==> config.mk <==
export PLATFORM = sky130hd
export DESIGN_NAME = desat_guard
export DESIGN_NICKNAME = d
export VERILOG_FILES = /design/src/rtl/desat_pkg.sv /design/src/rtl/desat_sync.sv /design/src/rtl/desat_pin_qual.sv /design/src/rtl/desat_fault_latch.sv /design/src/rtl/desat_gate_ctl.sv /design/src/rtl/desat_guard.sv
export SDC_FILE = /design/constraint.sdc
export NUM_CORES = 1
export LEC_CHECK = 0
export ABC_CLOCK_PERIOD_IN_PS = 890
export BUFFER_PORTS_ARGS = -buffer_cell sky130_fd_sc_hd__buf_2
export CELL_PAD_IN_SITES_DETAIL_PLACEMENT = 0
export CELL_PAD_IN_SITES_GLOBAL_PLACEMENT = 1
export CORE_ASPECT_RATIO = 0.8
export CORE_MARGIN = 2
export CORE_UTILIZATION = 41
export CTS_BUF_LIST = sky130_fd_sc_hd__clkbuf_4
export CTS_CLUSTER_SIZE = 20
export DETAILED_ROUTE_END_ITERATION = 6
export GPL_TIMING_DRIVEN = 0
export MAX_ROUTING_LAYER = met4
export PLACE_DENSITY = 0.69
export SYNTH_ARGS = -nofsm -noshare
export SYNTH_HDL_FRONTEND = slang
export SYNTH_SLANG_ARGS = --single-unit
==> constraint.sdc <==
create_clock -name clk -period 0.89 [get_ports clk]
set_clock_uncertainty 0.1 [all_clocks]
set_input_delay 0.178 -clock clk [delete_from_list [all_inputs] [get_ports clk]]
set_output_delay 0.178 -clock clk [all_outputs]
set_load 0.02 [all_outputs]
==> src/rtl/desat_pkg.sv <==
package desat_pkg;
  // fault latch states
  typedef enum logic [1:0] {
    FS_IDLE   = 2'b00,  // no fault
    FS_PEND   = 2'b01,  // fault latched, indication delay running
    FS_SHOWN  = 2'b10   // fault latched and indicated
  } flt_state_e;

  function automatic int cnt_w(input int n);
    return (n < 2) ? 1 : $clog2(n + 1);
  endfunction
endpackage

==> src/rtl/desat_sync.sv <==
module desat_sync #(
  parameter int WIDTH  = 1,
  parameter int STAGES = 2
) (
  input  logic             clk,
  input  logic             rst_n,
  input  logic [WIDTH-1:0] d_i,
  output logic [WIDTH-1:0] q_o
);
  logic [STAGES-1:0] chain_q [WIDTH];

  for (genvar b = 0; b < WIDTH; b++) begin : g_bit
    logic [STAGES-1:0] chain_d;
    always_comb begin
      chain_d = {chain_q[b][STAGES-2:0], d_i[b]};
    end
    always_ff @(posedge clk or negedge rst_n) begin
      if (!rst_n) chain_q[b] <= '0;
      else        chain_q[b] <= chain_d;
    end
    assign q_o[b] = chain_q[b][STAGES-1];
  end
endmodule

==> src/rtl/desat_pin_qual.sv <==
module desat_pin_qual
  import desat_pkg::*;
#(
  parameter int GLITCH_CYC  = 4,
  parameter int MIN_RST_CYC = 80
) (
  input  logic clk,
  input  logic rst_n,
  input  logic pin_s,     // synchronised active-low pin
  output logic en_o,      // filtered enable, 1 = enabled
  output logic clr_o      // one-cycle fault clear request
);
  localparam int GW = cnt_w(GLITCH_CYC);
  localparam int LW = cnt_w(MIN_RST_CYC);
  localparam logic [GW-1:0] G_LAST = GW'(GLITCH_CYC - 1);
  localparam logic [LW-1:0] L_MAX  = LW'(MIN_RST_CYC);

  logic          en_q, en_d;
  logic [GW-1:0] g_cnt_q, g_cnt_d;
  logic [LW-1:0] low_q, low_d;
  logic          g_ce, l_ce;

  // glitch filter: level must differ for GLITCH_CYC cycles to flip enable
  always_comb begin
    en_d    = en_q;
    g_cnt_d = g_cnt_q;
    g_ce    = 1'b0;
    if (pin_s == en_q) begin
      g_cnt_d = '0;
      g_ce    = (g_cnt_q != '0);
    end else begin
      g_ce = 1'b1;
      if (g_cnt_q == G_LAST) begin
        en_d    = pin_s;
        g_cnt_d = '0;
      end else begin
        g_cnt_d = g_cnt_q + 1'b1;
      end
    end
  end

  // low-width counter, saturating at the qualifying width
  always_comb begin
    low_d = low_q;
    l_ce  = 1'b0;
    if (pin_s) begin
      low_d = '0;
      l_ce  = (low_q != '0);
    end else if (low_q != L_MAX) begin
      low_d = low_q + 1'b1;
      l_ce  = 1'b1;
    end
  end

  always_ff @(posedge clk or negedge rst_n) begin
    if (!rst_n) begin
      en_q    <= 1'b0;
      g_cnt_q <= '0;
    end else if (g_ce) begin
      en_q    <= en_d;
      g_cnt_q <= g_cnt_d;
    end
  end

  always_ff @(posedge clk or negedge rst_n) begin
    if (!rst_n)    low_q <= '0;
    else if (l_ce) low_q <= low_d;
  end

  assign en_o  = en_q;
  assign clr_o = pin_s && (low_q == L_MAX);

  // the enable only ever takes the level the pin showed one cycle before
  a_r8_en_follows_pin: assert property (@(posedge clk) disable iff (!rst_n)
    !$stable(en_q) |-> (en_q == $past(pin_s)));
  // a clear request lasts a single cycle
  a_r7_clr_single: assert property (@(posedge clk) disable iff (!rst_n)
    clr_o |=> !clr_o);
endmodule

==> src/rtl/desat_fault_latch.sv <==
module desat_fault_latch
  import desat_pkg::*;
#(
  parameter int FLT_DLY_CYC = 225
) (
  input  logic clk,
  input  logic rst_n,
  input  logic trip_s,
  input  logic gate_on,
  input  logic blank_done,
  input  logic clr_i,
  output logic fault_next_o,  // fault state after this edge
  output logic fault_n_o
);
  localparam int DW = cnt_w(FLT_DLY_CYC);
  localparam logic [DW-1:0] D_LAST = DW'(FLT_DLY_CYC - 1);

  flt_state_e    st_q, st_d;
  logic [DW-1:0] dly_q, dly_d;
  logic          trip_ok;
  logic          d_ce;

  assign trip_ok = trip_s && gate_on && blank_done;

  always_comb begin
    st_d  = st_q;
    dly_d = dly_q;
    d_ce  = 1'b0;
    unique case (st_q)
      FS_IDLE: begin
        if (trip_ok) begin
          st_d  = FS_PEND;
          dly_d = '0;
          d_ce  = 1'b1;
        end
      end
      FS_PEND: begin
        if (clr_i) begin
          st_d = FS_IDLE;
        end else if (dly_q == D_LAST) begin
          st_d = FS_SHOWN;
        end else begin
          dly_d = dly_q + 1'b1;
          d_ce  = 1'b1;
        end
      end
      FS_SHOWN: begin
        if (clr_i) st_d = FS_IDLE;
      end
      default: st_d = FS_IDLE;
    endcase
  end

  always_ff @(posedge clk or negedge rst_n) begin
    if (!rst_n) st_q <= FS_IDLE;
    else        st_q <= st_d;
  end

  always_ff @(posedge clk or negedge rst_n) begin
    if (!rst_n)    dly_q <= '0;
    else if (d_ce) dly_q <= dly_d;
  end

  assign fault_next_o = (st_d != FS_IDLE);
  assign fault_n_o    = (st_q != FS_SHOWN);

  // a latched fault leaves only through a clear request
  a_r7_hold_without_clr: assert property (@(posedge clk) disable iff (!rst_n)
    (st_q != FS_IDLE) && !clr_i |=> (st_q != FS_IDLE));
  // a fault is entered only with the gate on and blanking expired
  a_r4_entry_qualified: assert property (@(posedge clk) disable iff (!rst_n)
    (st_q == FS_IDLE) && !(gate_on && blank_done) |=> (st_q == FS_IDLE));
endmodule

==> src/rtl/desat_gate_ctl.sv <==
module desat_gate_ctl (
  input  logic clk,
  input  logic rst_n,
  input  logic cmd_i,
  input  logic en_i,
  input  logic fault_i,
  input  logic uv_i,
  output logic gate_o,
  output logic blank_o
);
  logic gate_q, gate_d;
  logic blank_q, blank_d;

  always_comb begin
    gate_d  = cmd_i && en_i && !fault_i && !uv_i;
    blank_d = gate_d && !gate_q;
  end

  always_ff @(posedge clk or negedge rst_n) begin
    if (!rst_n) begin
      gate_q  <= 1'b0;
      blank_q <= 1'b0;
    end else begin
      gate_q  <= gate_d;
      blank_q <= blank_d;
    end
  end

  assign gate_o  = gate_q;
  assign blank_o = blank_q;

  // a disabled pin turns the gate off at the next edge
  a_r8_off_when_disabled: assert property (@(posedge clk) disable iff (!rst_n)
    !en_i |=> !gate_q);
  // undervoltage turns the gate off at the next edge
  a_r9_off_in_uv: assert property (@(posedge clk) disable iff (!rst_n)
    uv_i |=> !gate_q);
endmodule

==> src/rtl/desat_guard.sv <==
module desat_guard
  import desat_pkg::*;
#(
  parameter int FLT_DLY_CYC = 225,
  parameter int MIN_RST_CYC = 80,
  parameter int GLITCH_CYC  = 4
) (
  input  logic clk,
  input  logic arst_n,
  input  logic desat_trip,
  input  logic gate_cmd,
  input  logic blank_done,
  input  logic uv_err,
  input  logic rstb_pin,
  output logic gate_out,
  output logic blank_restart,
  output logic fault_n
);
  logic [1:0] rst_sync_q;
  logic       rst_n_i;
  logic [1:0] raw_in, syn_out;
  logic       trip_s, pin_s;
  logic       en, clr, fault_next;

  // asynchronous assert, synchronous release
  always_ff @(posedge clk or negedge arst_n) begin
    if (!arst_n) rst_sync_q <= 2'b00;
    else         rst_sync_q <= {rst_sync_q[0], 1'b1};
  end
  assign rst_n_i = rst_sync_q[1];

  assign raw_in = {rstb_pin, desat_trip};
  desat_sync #(.WIDTH(2), .STAGES(2)) u_sync (
    .clk(clk), .rst_n(rst_n_i), .d_i(raw_in), .q_o(syn_out)
  );
  assign trip_s = syn_out[0];
  assign pin_s  = syn_out[1];

  desat_pin_qual #(.GLITCH_CYC(GLITCH_CYC), .MIN_RST_CYC(MIN_RST_CYC)) u_qual (
    .clk(clk), .rst_n(rst_n_i), .pin_s(pin_s), .en_o(en), .clr_o(clr)
  );

  desat_fault_latch #(.FLT_DLY_CYC(FLT_DLY_CYC)) u_latch (
    .clk(clk), .rst_n(rst_n_i), .trip_s(trip_s), .gate_on(gate_out),
    .blank_done(blank_done), .clr_i(clr), .fault_next_o(fault_next),
    .fault_n_o(fault_n)
  );

  desat_gate_ctl u_gate (
    .clk(clk), .rst_n(rst_n_i), .cmd_i(gate_cmd), .en_i(en),
    .fault_i(fault_next), .uv_i(uv_err), .gate_o(gate_out),
    .blank_o(blank_restart)
  );

  // an indicated fault never coexists with an on gate
  a_r5_off_while_fault: assert property (@(posedge clk) disable iff (!rst_n_i)
    !fault_n |-> !gate_out);
  // every turn-on carries a blanking restart
  a_r3_restart_on_rise: assert property (@(posedge clk) disable iff (!rst_n_i)
    $rose(gate_out) |-> blank_restart);
  // no restart while the gate was already on
  a_r3_no_restart_held: assert property (@(posedge clk) disable iff (!rst_n_i)
    $past(gate_out) |-> !blank_restart);
endmodule

**Word level (Yosys, flattened, before mapping)**

Index checks and enable logic that the tools add are counted.

- Flip-flop bits (word level): 29
- Output and inout port bits: 3
- Logic and storage cells: 64

- Add/subtract/negate cells: 3
- Equality and inequality tests: 11
- Multiplexer cells: 20
- Bitwise logic cells: 1
- Reductions and logical operators: 19

Operator list:

| cell | count |
|---|---|
| 8-bit two-way mux | 3 |
| 8-bit case mux with 2 select lines | 1 |
| 7-bit two-way mux | 2 |
| 8-bit by 1-bit adder with 8-bit output (second input constant) | 1 |
| 8-bit equality test (second input constant) | 1 |
| 2-bit two-way mux | 4 |
| 7-bit by 1-bit adder with 7-bit output (second input constant) | 1 |
| 7-bit equality test (second input constant) | 1 |
| 1-bit logical AND | 7 |
| 7-bit != test (second input constant) | 1 |
| 7-bit nonzero test | 1 |
| 1-bit two-way mux | 6 |
| 3-bit two-way mux | 2 |
| 2-bit != test (second input constant) | 3 |
| 2-bit case mux with 3 select lines | 1 |
| 2-bit nonzero test | 3 |
| 5-bit AND reduction | 1 |
| 3-bit by 1-bit adder with 3-bit output (second input constant) | 1 |
| 3-bit by 2-bit equality test with 1-bit output (second input constant) | 1 |
| 1-bit zero test | 3 |
| 3-bit AND reduction | 1 |
| 3-bit nonzero test | 1 |
| 2-bit by 1-bit equality test with 1-bit output (second input constant) | 1 |
| 2-bit equality test (second input constant) | 1 |
| 6 further kinds | 6 |

**Depth between registers and ports, before layout**

Gate-level depths: netlist of run 1.

- Word-level depth: 9
- Gate-level depth with buffers: 7
- Depth with buffers taken out: 6

**Cells and area by module**

From an unflattened synthesis of run 1, not the netlist that was laid out.

- Cell total of the unflattened synthesis: 141
- Area, all modules: 1468.9 um2

Modules (own cells, without submodules):

| module | times used | cells an instance | area each (um2) |
|---|---|---|---|
| desat_pin_qual | 1 | 64 | 626.9 |
| desat_fault_latch | 1 | 64 | 601.8 |
| desat_sync | 1 | 6 | 115.1 |
| desat_gate_ctl | 1 | 4 | 71.3 |
| desat_guard | 1 | 3 | 53.8 |

**Worst setup path before layout of run 1**

No wires, ideal clock.

- Path kind: reg2reg
- Start point: register u_qual.low_q[0]
- End point: register u_latch.dly_q[3]
- Library setup time: 79 ps
- Arrival: 1646 ps
- Data required time: 711 ps
- Path slack: -936 ps
- Cell stages (with the launch flop): 8
- Path buffers: 1
- Period minus slack after synthesis: 1826 ps
- Cells stage by stage: dfrtp_1 -> inv_1 -> ha_1 -> or4b_4 -> o21ai_2 -> buf_6 -> nand2b_1 -> mux2i_1

- Word-level cells in the longest chain between the ends: 5
- Elaborated cells on any way between the ends: 6
- Classes of those cells: 2 x eq/ne; 2 x mux; 2 x reduce/logical

Ends and longest elaborated chain:

| element | line | text |
|---|---|---|
| start: declaration | desat_pin_qual.sv:20 | `logic [LW-1:0] low_q, low_d;` |
| start signal: assignment | desat_pin_qual.sv:67 | `else if (l_ce) low_q <= low_d;` |
| 7-bit equality test (*) | desat_pin_qual.sv:71 | `assign clr_o = pin_s && (low_q == L_MAX);` |
| 1-bit logical AND (*) | desat_pin_qual.sv:71 |  |
| 1-bit two-way mux | desat_fault_latch.sv:38 | `if (clr_i) begin` |
| 1-bit case mux with 2 select lines | desat_fault_latch.sv:29 | `unique case (st_q)` |
| 5-bit AND reduction (no source line) (*) | -- |  |
| end signal: assignment | desat_fault_latch.sv:61 | `else if (d_ce) dly_q <= dly_d;` |
| end: declaration | desat_fault_latch.sv:19 | `logic [DW-1:0] dly_q, dly_d;` |

Mark *: on every way between the ends. The rest lies on a longest branch, timed or not.
A chain may end at the register's enable or synchronous reset.

**Worst setup path after layout of run 1**

- Start point: register u_qual.low_q[1]
- End point: register u_qual.low_q[0]

- Word-level cells in the longest chain between the ends: 4
- Elaborated cells on any way between the ends: 6
- Classes of those cells: 1 x eq/ne; 2 x mux; 3 x reduce/logical

Ends and longest elaborated chain:

| element | line | text |
|---|---|---|
| 7-bit != test | desat_pin_qual.sv:49 | `end else if (low_q != L_MAX) begin` |
| 1-bit two-way mux | desat_pin_qual.sv:49 |  |
| 1-bit two-way mux | desat_pin_qual.sv:46 | `if (pin_s) begin` |
| 2-bit AND reduction (no source line) (*) | -- |  |

Marked as above.

==> results.py, run 1 <==
metrics = {
    "die": {
        "core_um2": 3150,
        "start_util": 0.438,
        "fp.dieArea_um2": 3850,
        "die_w_um": 68.9,
        "die_height_um": 55.9,
        "ioPinCount": 10,
        "rows": 18,
    },
    "power": {
        "pwr_density_cell_nw_per_um2": 2690,
        "ir_worst_vdd_mv": 1.15,
        "static-leakage-power_nw": 0.827,
        "power_w": 0.00497,
    },
    "critical_path": {
        "crit_arrival_ns": 2.02,
        "reg2reg_to": "u_qual.low_q[0]$_DFFE_PN0P_",
        "timing.rr.start": "u_qual.low_q[1]$_DFFE_PN0P_",
        "worstPathMaxFanout": 3,
        "startpoint_type": "flip-flop",
        "reg2reg_depth": 7,
        "critical_path_class": "flip-flop to flip-flop",
        "r2r_slack_ns": -1.01,
        "crit_path_end_kind": "flip-flop",
        "cp.required_ns": 1.00,
    },
    "sta": {
        "setup_viol": 26,
        "setup_slack_ns": -1.01,
        "finalHoldViolations": 0,
        "slew_violations": 0,
        "setup_tns_ns": -19.10,
        "rsz0062_at_grt": "yes",
        "max_freq_ghz": 0.526,
        "min_period_ns": 1.90,
        "worst_hold_slack_ns": 0.0534,
        "period_share": 2.14,
    },
    "cells_and_area": {
        "nets": 174,
        "finalNonFillerCells": 202,
        "syn2layout_area_growth_pct": 33.8,
        "antenna-diode-count": 0,
        "layout-drive-gt1-share": 0.389,
    },
    "synthesis": {
        "ys_types": 38,
        "avgSynthCellArea_um2": 10.8,
        "ys_ff_latch": 29,
        "syn_area_um2": 1380,
        "synthCells": 128,
        "synth_seq_area_share": 0.526,
        "syn_nets": 141,
        "ys_warn_count": 0,
    },
    "detailed_routing": {
        "drt-pass1-iter-count": 5,
        "wl_per_cell_um": 13.4,
        "ant_nets": 0,
        "first_iter_violations": 45,
        "wl_um": 2710,
        "routed_via_density": 5.17,
        "drc": 0,
        "vias": 1045,
    },
    "outcome": {
        "violations": "setup timing",
        "status": "finished, violations left",
    },
    "placed_design": {
        "dp_slack_ns": -1.03,
        "place_inst": 177,
        "dp_hpwl_um": 1780,
        "gp_congestion": 0.789,
        "io_buffers": 9,
    },
    "global_routing": {
        "grt_max_degree": 28,
        "grt-ovfl-total": 0,
        "grt_pass1_wl_um": 4480,
        "grtUsageTotal": 0.161,
        "antenna_found_initial": 0,
        "grt_pass1_vias": 1011,
    },
    "clock_network": {
        "clock-root-buffer": "clkbuf_4",
        "cts_buffer_depth": 2,
        "htree_levels": 2,
        "clkSinkCount": 29,
        "cts_buffers": 5,
        "cts_tree": "built",
        "clkTransAtPathRegs_ns": 0.09,
        "clock_latency_ns": 0.32,
    },
    "run": {
        "cap_viol_max_count": 0,
    },
    "min_path": {
        "min_path_type": "primary input to async pin",
    },
}
==> critical path, stage by stage (launching register included) <==
cell	delay (ns)
dfrtp_1	0.40
inv_2	0.07
ha_4	0.12
or4b_4	0.49
buf_4	0.16
nor2_4	0.13
nor2_1	0.08
mux2_2	0.25
==> registers in the layout (all words and copies together), names as in the netlist <==
signal	flops
rst_sync_q	2
u_gate.blank_o	1
u_gate.gate_o	1
u_latch.dly_q	8
u_latch.st_q	2
u_qual.en_o	1
u_qual.g_cnt_q	3
u_qual.low_q	7
u_sync.chain_q	2
u_sync.q_o	2
==> where the power goes <==
group          switching (W)  internal [W]
sequential          0.000422       0.00166
clock               0.000438      0.000364
combinational       0.000909       0.00118
total                0.00177       0.00320
==> cell type report <==
type	count	area [um2]
multi-input cells	88	738
inverters	8	35.0
well taps	40	50.0
repair buffers	26	208
clock inverters	1	3.75
plain buffers	3	30.0
fillers	285	1310
clock buffers	7	52.6
flip-flops and latches	29	729
==> cells in the final DEF, fill, tap and decap left out, types with 2 or more instances in the layout <==
master,synthesis,final
o21ai_0,5,3
dlygate4sd3_1,0,3
clkbuf_4,0,7
ha_1,6,2
dfrtp_1,29,28
o21ai_2,2,2
nand2_1,10,9
buf_6,1,7
nand3_2,0,2
xor2_1,3,3
nand4_1,3,3
a21oi_1,6,5
nand2b_4,0,2
mux2i_1,3,3
xnor2_1,3,2
buf_2,0,7
inv_4,0,2
nand3_1,6,4
inv_1,8,4
o21ai_1,1,2
or3_1,4,4
ha_4,0,2
nor2_1,8,7
buf_4,0,10
inv_2,0,2
and3_1,3,2
nand2b_1,4,2
nor3b_2,1,2
ha_2,0,2
==> per-layer routing <==
metal	global-route usage	up-vias	wire length [um]
met3	0.0547	4	114
li1	-	508	-
met5	-	-	0
met1	0.213	514	1290
met2	0.232	19	1270
met4	0.0504	0	29
==> cell families after synthesis <==
group           Yosys count  share of synthesized area
simple gates             50                      0.215
flops                    29                      0.526
compound gates           20                     0.0907
buf+inv                  11                     0.0354
fa+ha+maj                 6                     0.0544
xor+xnor                  6                     0.0381
mux                       5                     0.0381
other cells               1                    0.00272
==> metrics by stage <==
stage / cell area [um2] / util
2_1_floorplan: 1460 / -
3_3_place_gp: 1560 / 0.493
3_5_place_dp: 1560 / 0.493
4_1_cts: 1750 / 0.556
5_1_grt: 1850 / 0.586
6_report: 1850 / 0.586
==> worst max-delay path by stage <==
stage                                            from                           end  slack [ns]  cells past startpoint
after floorplan           u_qual.low_q[0]$_DFFE_PN0P_  u_latch.dly_q[3]$_DFFE_PN0P_       -0.90                      7
after global placement    u_qual.low_q[0]$_DFFE_PN0P_  u_latch.dly_q[3]$_DFFE_PN0P_       -0.99                      7
after detailed placement  u_qual.low_q[0]$_DFFE_PN0P_  u_latch.dly_q[3]$_DFFE_PN0P_       -1.03                      7
after CTS                 u_qual.low_q[0]$_DFFE_PN0P_  u_latch.dly_q[3]$_DFFE_PN0P_       -0.99                      7
after global routing      u_qual.low_q[0]$_DFFE_PN0P_   u_qual.low_q[0]$_DFFE_PN0P_       -1.07                      7
final                     u_qual.low_q[1]$_DFFE_PN0P_   u_qual.low_q[0]$_DFFE_PN0P_       -1.01                      7
==> Yosys cell counts (all sizes together) <==
cell    instances  area, um2
or3             4       25.0
clkbuf          2       7.51
o31ai           1       7.51
mux2i           3       30.0
nor3b           2       20.0
or4b            1       13.8
nand3           6       30.0
nand2          10       37.5
conb            1       3.75
o211ai          1       7.51
a22o            1       8.76
o21ai           8       47.5
nor2            8       30.0
o31a            1       8.76
dfrtp          29        726
nor2b           2       12.5
and4            1       8.76
or3b            1       8.76
xor2            3       26.3
and3            3       18.8
or2             1       6.26
nand4b          1       8.76
mux2            2       22.5
and2            1       6.26
nand2b          4       25.0
inv             8       30.0
a21boi          1       7.51
a211oi          1       7.51
nor3            1       5.00
buf             1       11.3
ha              6       75.1
xnor2           3       26.3
a21oi           6       30.0
nor4            1       21.3
nand4           3       18.8
==> what timing repair did <==
action,in CTS,in global routing
buffers inserted,8,5
pin swaps,4,7
hold buffers,3,0
resized for setup,13,17
setup endpoints to repair,26,33
cloned,1,0
hold endpoints to repair,4,0
Power figures use the tool's default switching activity.
==> run 2, diff against run 1 <==
--- a/config.mk
+++ b/config.mk
@@ -16,8 +16,8 @@
 export CTS_CLUSTER_SIZE = 20
 export DETAILED_ROUTE_END_ITERATION = 6
 export GPL_TIMING_DRIVEN = 0
-export MAX_ROUTING_LAYER = met4
 export PLACE_DENSITY = 0.69
 export SYNTH_ARGS = -nofsm -noshare
 export SYNTH_HDL_FRONTEND = slang
+export SYNTH_HIERARCHICAL = 1
 export SYNTH_SLANG_ARGS = --single-unit
==> run 2 against run 1 <==
Net effect: the run still ends with setup timing left; sequential share of layout area decreased by 3.1 points; via count increased by 12%; largest power group is now sequential cells; largest cell class unchanged; sequential power decreased by 24%.
==> results.py, run 2 <==
metrics = {
    "synthesis": {
        "avgSynthCellArea_um2": 10.4,
        "netlist.area_leader.share": 0.494,
        "ys_types": 42,
        "ys_warn_count": 6,
        "netlist_top_cells_count": "dfrtp_1 (29), o21ai_0 (9), inv_1 (8), mux2i_1 (8), nor2_1 (8)",
        "ys.flop_type": "dfrtp_1",
        "synthCells": 141,
        "synth_edf_count": 0,
        "ys_async_sr_fraction": 1.00,
        "synth.area.top_cells": "dfrtp_1 (49%), mux2i_1 (5.5%), ha_1 (5.1%), o21ai_0 (3.1%), o211ai_1 (2.6%)",
        "synth.most_common_cell": "dfrtp_1",
        "syn_area_um2": 1470,
        "ys_ff_latch": 29,
        "yosys.area.top_type": "dfrtp_1",
        "syn_nets": 154,
        "synth_seq_area_share": 0.494,
    },
    "placed_design": {
        "place_area_um2": 1640,
        "gp_congestion": 0.802,
        "place_inst": 192,
        "dp_hpwl_um": 2010,
        "io_buffers": 9,
    },
    "cells_and_area": {
        "layout-drive-gt1-share": 0.400,
        "regMostFlops": "u_latch/dly_q",
        "nets": 192,
        "antenna-diode-count": 0,
        "layout_common_cells": "dfrtp_1 (27), buf_4 (17), mux2i_1 (8)",
        "postLayoutCellArea_um2": 2010,
        "multi_input_area_um2": 856,
        "reg.largest.list": "u_latch/dly_q: 8 flops, u_qual/low_q: 7 flops, u_qual/g_cnt_q: 3 flops",
        "syn2layout_area_growth_pct": 36.6,
        "fill_cells": 299,
        "ff_latch_area_um2": 731,
        "finalNonFillerCells": 222,
        "fin_util": 0.586,
        "largest_reg_flops": 8,
        "final_common_cell": "dfrtp_1",
    },
    "sta": {
        "setup_slack_ns": -1.13,
        "rsz0062_at_grt": "yes",
        "finalHoldViolations": 0,
        "period_share": 2.27,
        "worst_hold_slack_ns": 0.0397,
        "max_freq_ghz": 0.495,
        "min_period_ns": 2.02,
        "setup_tns_ns": -19.33,
        "setup_viol": 26,
        "slew_violations": 0,
    },
    "detailed_routing": {
        "vias": 1167,
        "ant_nets": 0,
        "wl_per_cell_um": 14.6,
        "wl_um": 3240,
        "first_iter_violations": 59,
        "routed_via_density": 5.26,
        "drt-pass1-iter-count": 4,
        "drc": 0,
    },
    "power": {
        "static-leakage-power_nw": 0.872,
        "pwr_density_cell_nw_per_um2": 1740,
        "ir_worst_vdd_mv": 1.02,
    },
    "clock_network": {
        "clkTransAtPathRegs_ns": 0.09,
        "clock_latency_ns": 0.34,
        "cts_tree": "built",
        "clkSinkCount": 29,
        "cts_buffer_depth": 2,
        "clock-root-buffer": "clkbuf_4",
        "cts_buffers": 5,
        "htree_levels": 2,
    },
    "die": {
        "rows": 19,
        "core_um2": 3420,
        "die_w_um": 70.9,
        "ioPinCount": 10,
        "die_height_um": 57.5,
        "fp.dieArea_um2": 4080,
        "start_util": 0.429,
    },
    "global_routing": {
        "grt_pass1_vias": 1207,
        "grt-ovfl-total": 0,
        "grt_max_degree": 28,
        "grt_pass1_wl_um": 5580,
        "grtUsageTotal": 0.181,
        "antenna_found_initial": 0,
    },
    "critical_path": {
        "crit_arrival_ns": 2.20,
        "crit_start": "u_qual/low_q[0]$_DFFE_PN0P_",
        "cp.required_ns": 1.07,
        "startpoint_type": "flip-flop",
        "cp_slowest_cell": "dfrtp_1",
        "path_cells": "inv_2 -> ha_4 -> nor4b_4 -> and3_4 -> and2_4 -> a21oi_2 -> or2_4 -> and4bb_1 -> nor2b_4",
        "worstPathMaxFanout": 4,
        "timing.rr.start": "u_qual/low_q[0]$_DFFE_PN0P_",
        "crit_path_end_kind": "flip-flop",
        "max_stage_delay_ns": 0.41,
        "critical_path_class": "flip-flop to flip-flop",
    },
    "run": {
        "cap_viol_max_count": 0,
    },
    "outcome": {
        "violations": "setup timing",
        "status": "finished, violations left",
    },
    "min_path": {
        "min_path_type": "primary input to async pin",
    },
}
-- run 2: changes by cell type in the layout (fill, tap and decap cells not counted), sizes merged, moves of 2 or more --
cell,change
buf,+6
mux2i,+5
nor3,+4
o211ai,+4
nand2,-3
o21ai,+3
a21oi,-2
and3,-2
clkinv,+2
nor2b,+2
or3,-2
or3b,+2
xor2,-2
-- run 2: metal layers --
layer | part of all wire | vias to the layer above | track usage
met4 | 0.018 | 0 | 0.0809
met2 | 0.46 | 23 | 0.275
met3 | 0.044 | 7 | 0.0530
met5 | 0 | - | 0
li1 | - | 575 | -
met1 | 0.48 | 562 | 0.243
-- run 2: metrics by stage --
| step | total power (W) | worst slack [ns] |
|---|---|---|
| floorplan | 0.00217 | -1.15 |
| global placement | 0.00229 | -1.30 |
| detailed placement | 0.00233 | -1.35 |
| CTS | 0.00347 | -1.21 |
| global route | 0.00371 | -1.27 |
| finish | 0.00349 | -1.13 |
-- run 2: kinds of logic after synthesis --
family,share of synthesized area
xor gates and xnor gates,0.0179
AOI/OAI and AO/OA,0.0980
buffers and inverters,0.0434
and+or+nand+nor,0.231
other,0.00255
muxes,0.0622
adders and majority gates,0.0511
DFF,0.494
-- run 2: path summary, 6_finish.rpt --
check	endpoint	slack (ns)	cells past startpoint
setup / recovery	u_gate/blank_o$_DFF_PN0_	-1.13	9
setup reg to reg	u_gate/blank_o$_DFF_PN0_	-1.13	9
min in group clk	u_gate/gate_o$_DFF_PN0_	0.07	2
hold / removal	rst_sync_q[0]$_DFF_PN0_	0.04	2
max in group asynchronous	u_latch/st_q[0]$_DFF_PN0_	0.26	0
hold reg to reg	u_sync/q_o[1]$_DFF_PN0_	0.14	0
-- run 2: area by class of cell --
class                           instances  area share
Tap cell                               42      0.0262
Timing Repair Buffer                   32       0.128
Sequential cell                        29       0.364
Multi-Input combinational cell         99       0.426
Clock inverter                          3     0.00623
Buffer                                  4      0.0131
Inverter                                8      0.0175
Clock buffer                            5      0.0187
-- run 2: timing repair --
| item | in CTS | in global routing |
|---|---|---|
| pin swaps | 10 | 6 |
| endpoints found under the setup margin | 26 | 45 |
| hold buffers | 3 | 0 |
| gates resized for setup | 28 | 7 |
| setup buffers | 15 | 5 |
| endpoints found under the hold margin | 4 | 0 |
-- run 2: worst max-delay path: cells and delay by family, from the launching register on --
kind / cells / cell delay, ns
buffers and inverters: 1 / 0.09
AO/OA/AOI/OAI: 1 / 0.03
flip-flops: 1 / 0.41
adder cells (fa/ha/maj): 1 / 0.13
AND/OR/NAND/NOR: 6 / 1.22
-- run 2: power breakdown --
group | switching (W) | internal [W] | leakage [nW]
Clock | 0.000479 | 0.000285 | 0.0300
Combinational | 0.000472 | 0.000666 | 0.480
Sequential | 0.000141 | 0.00145 | 0.362
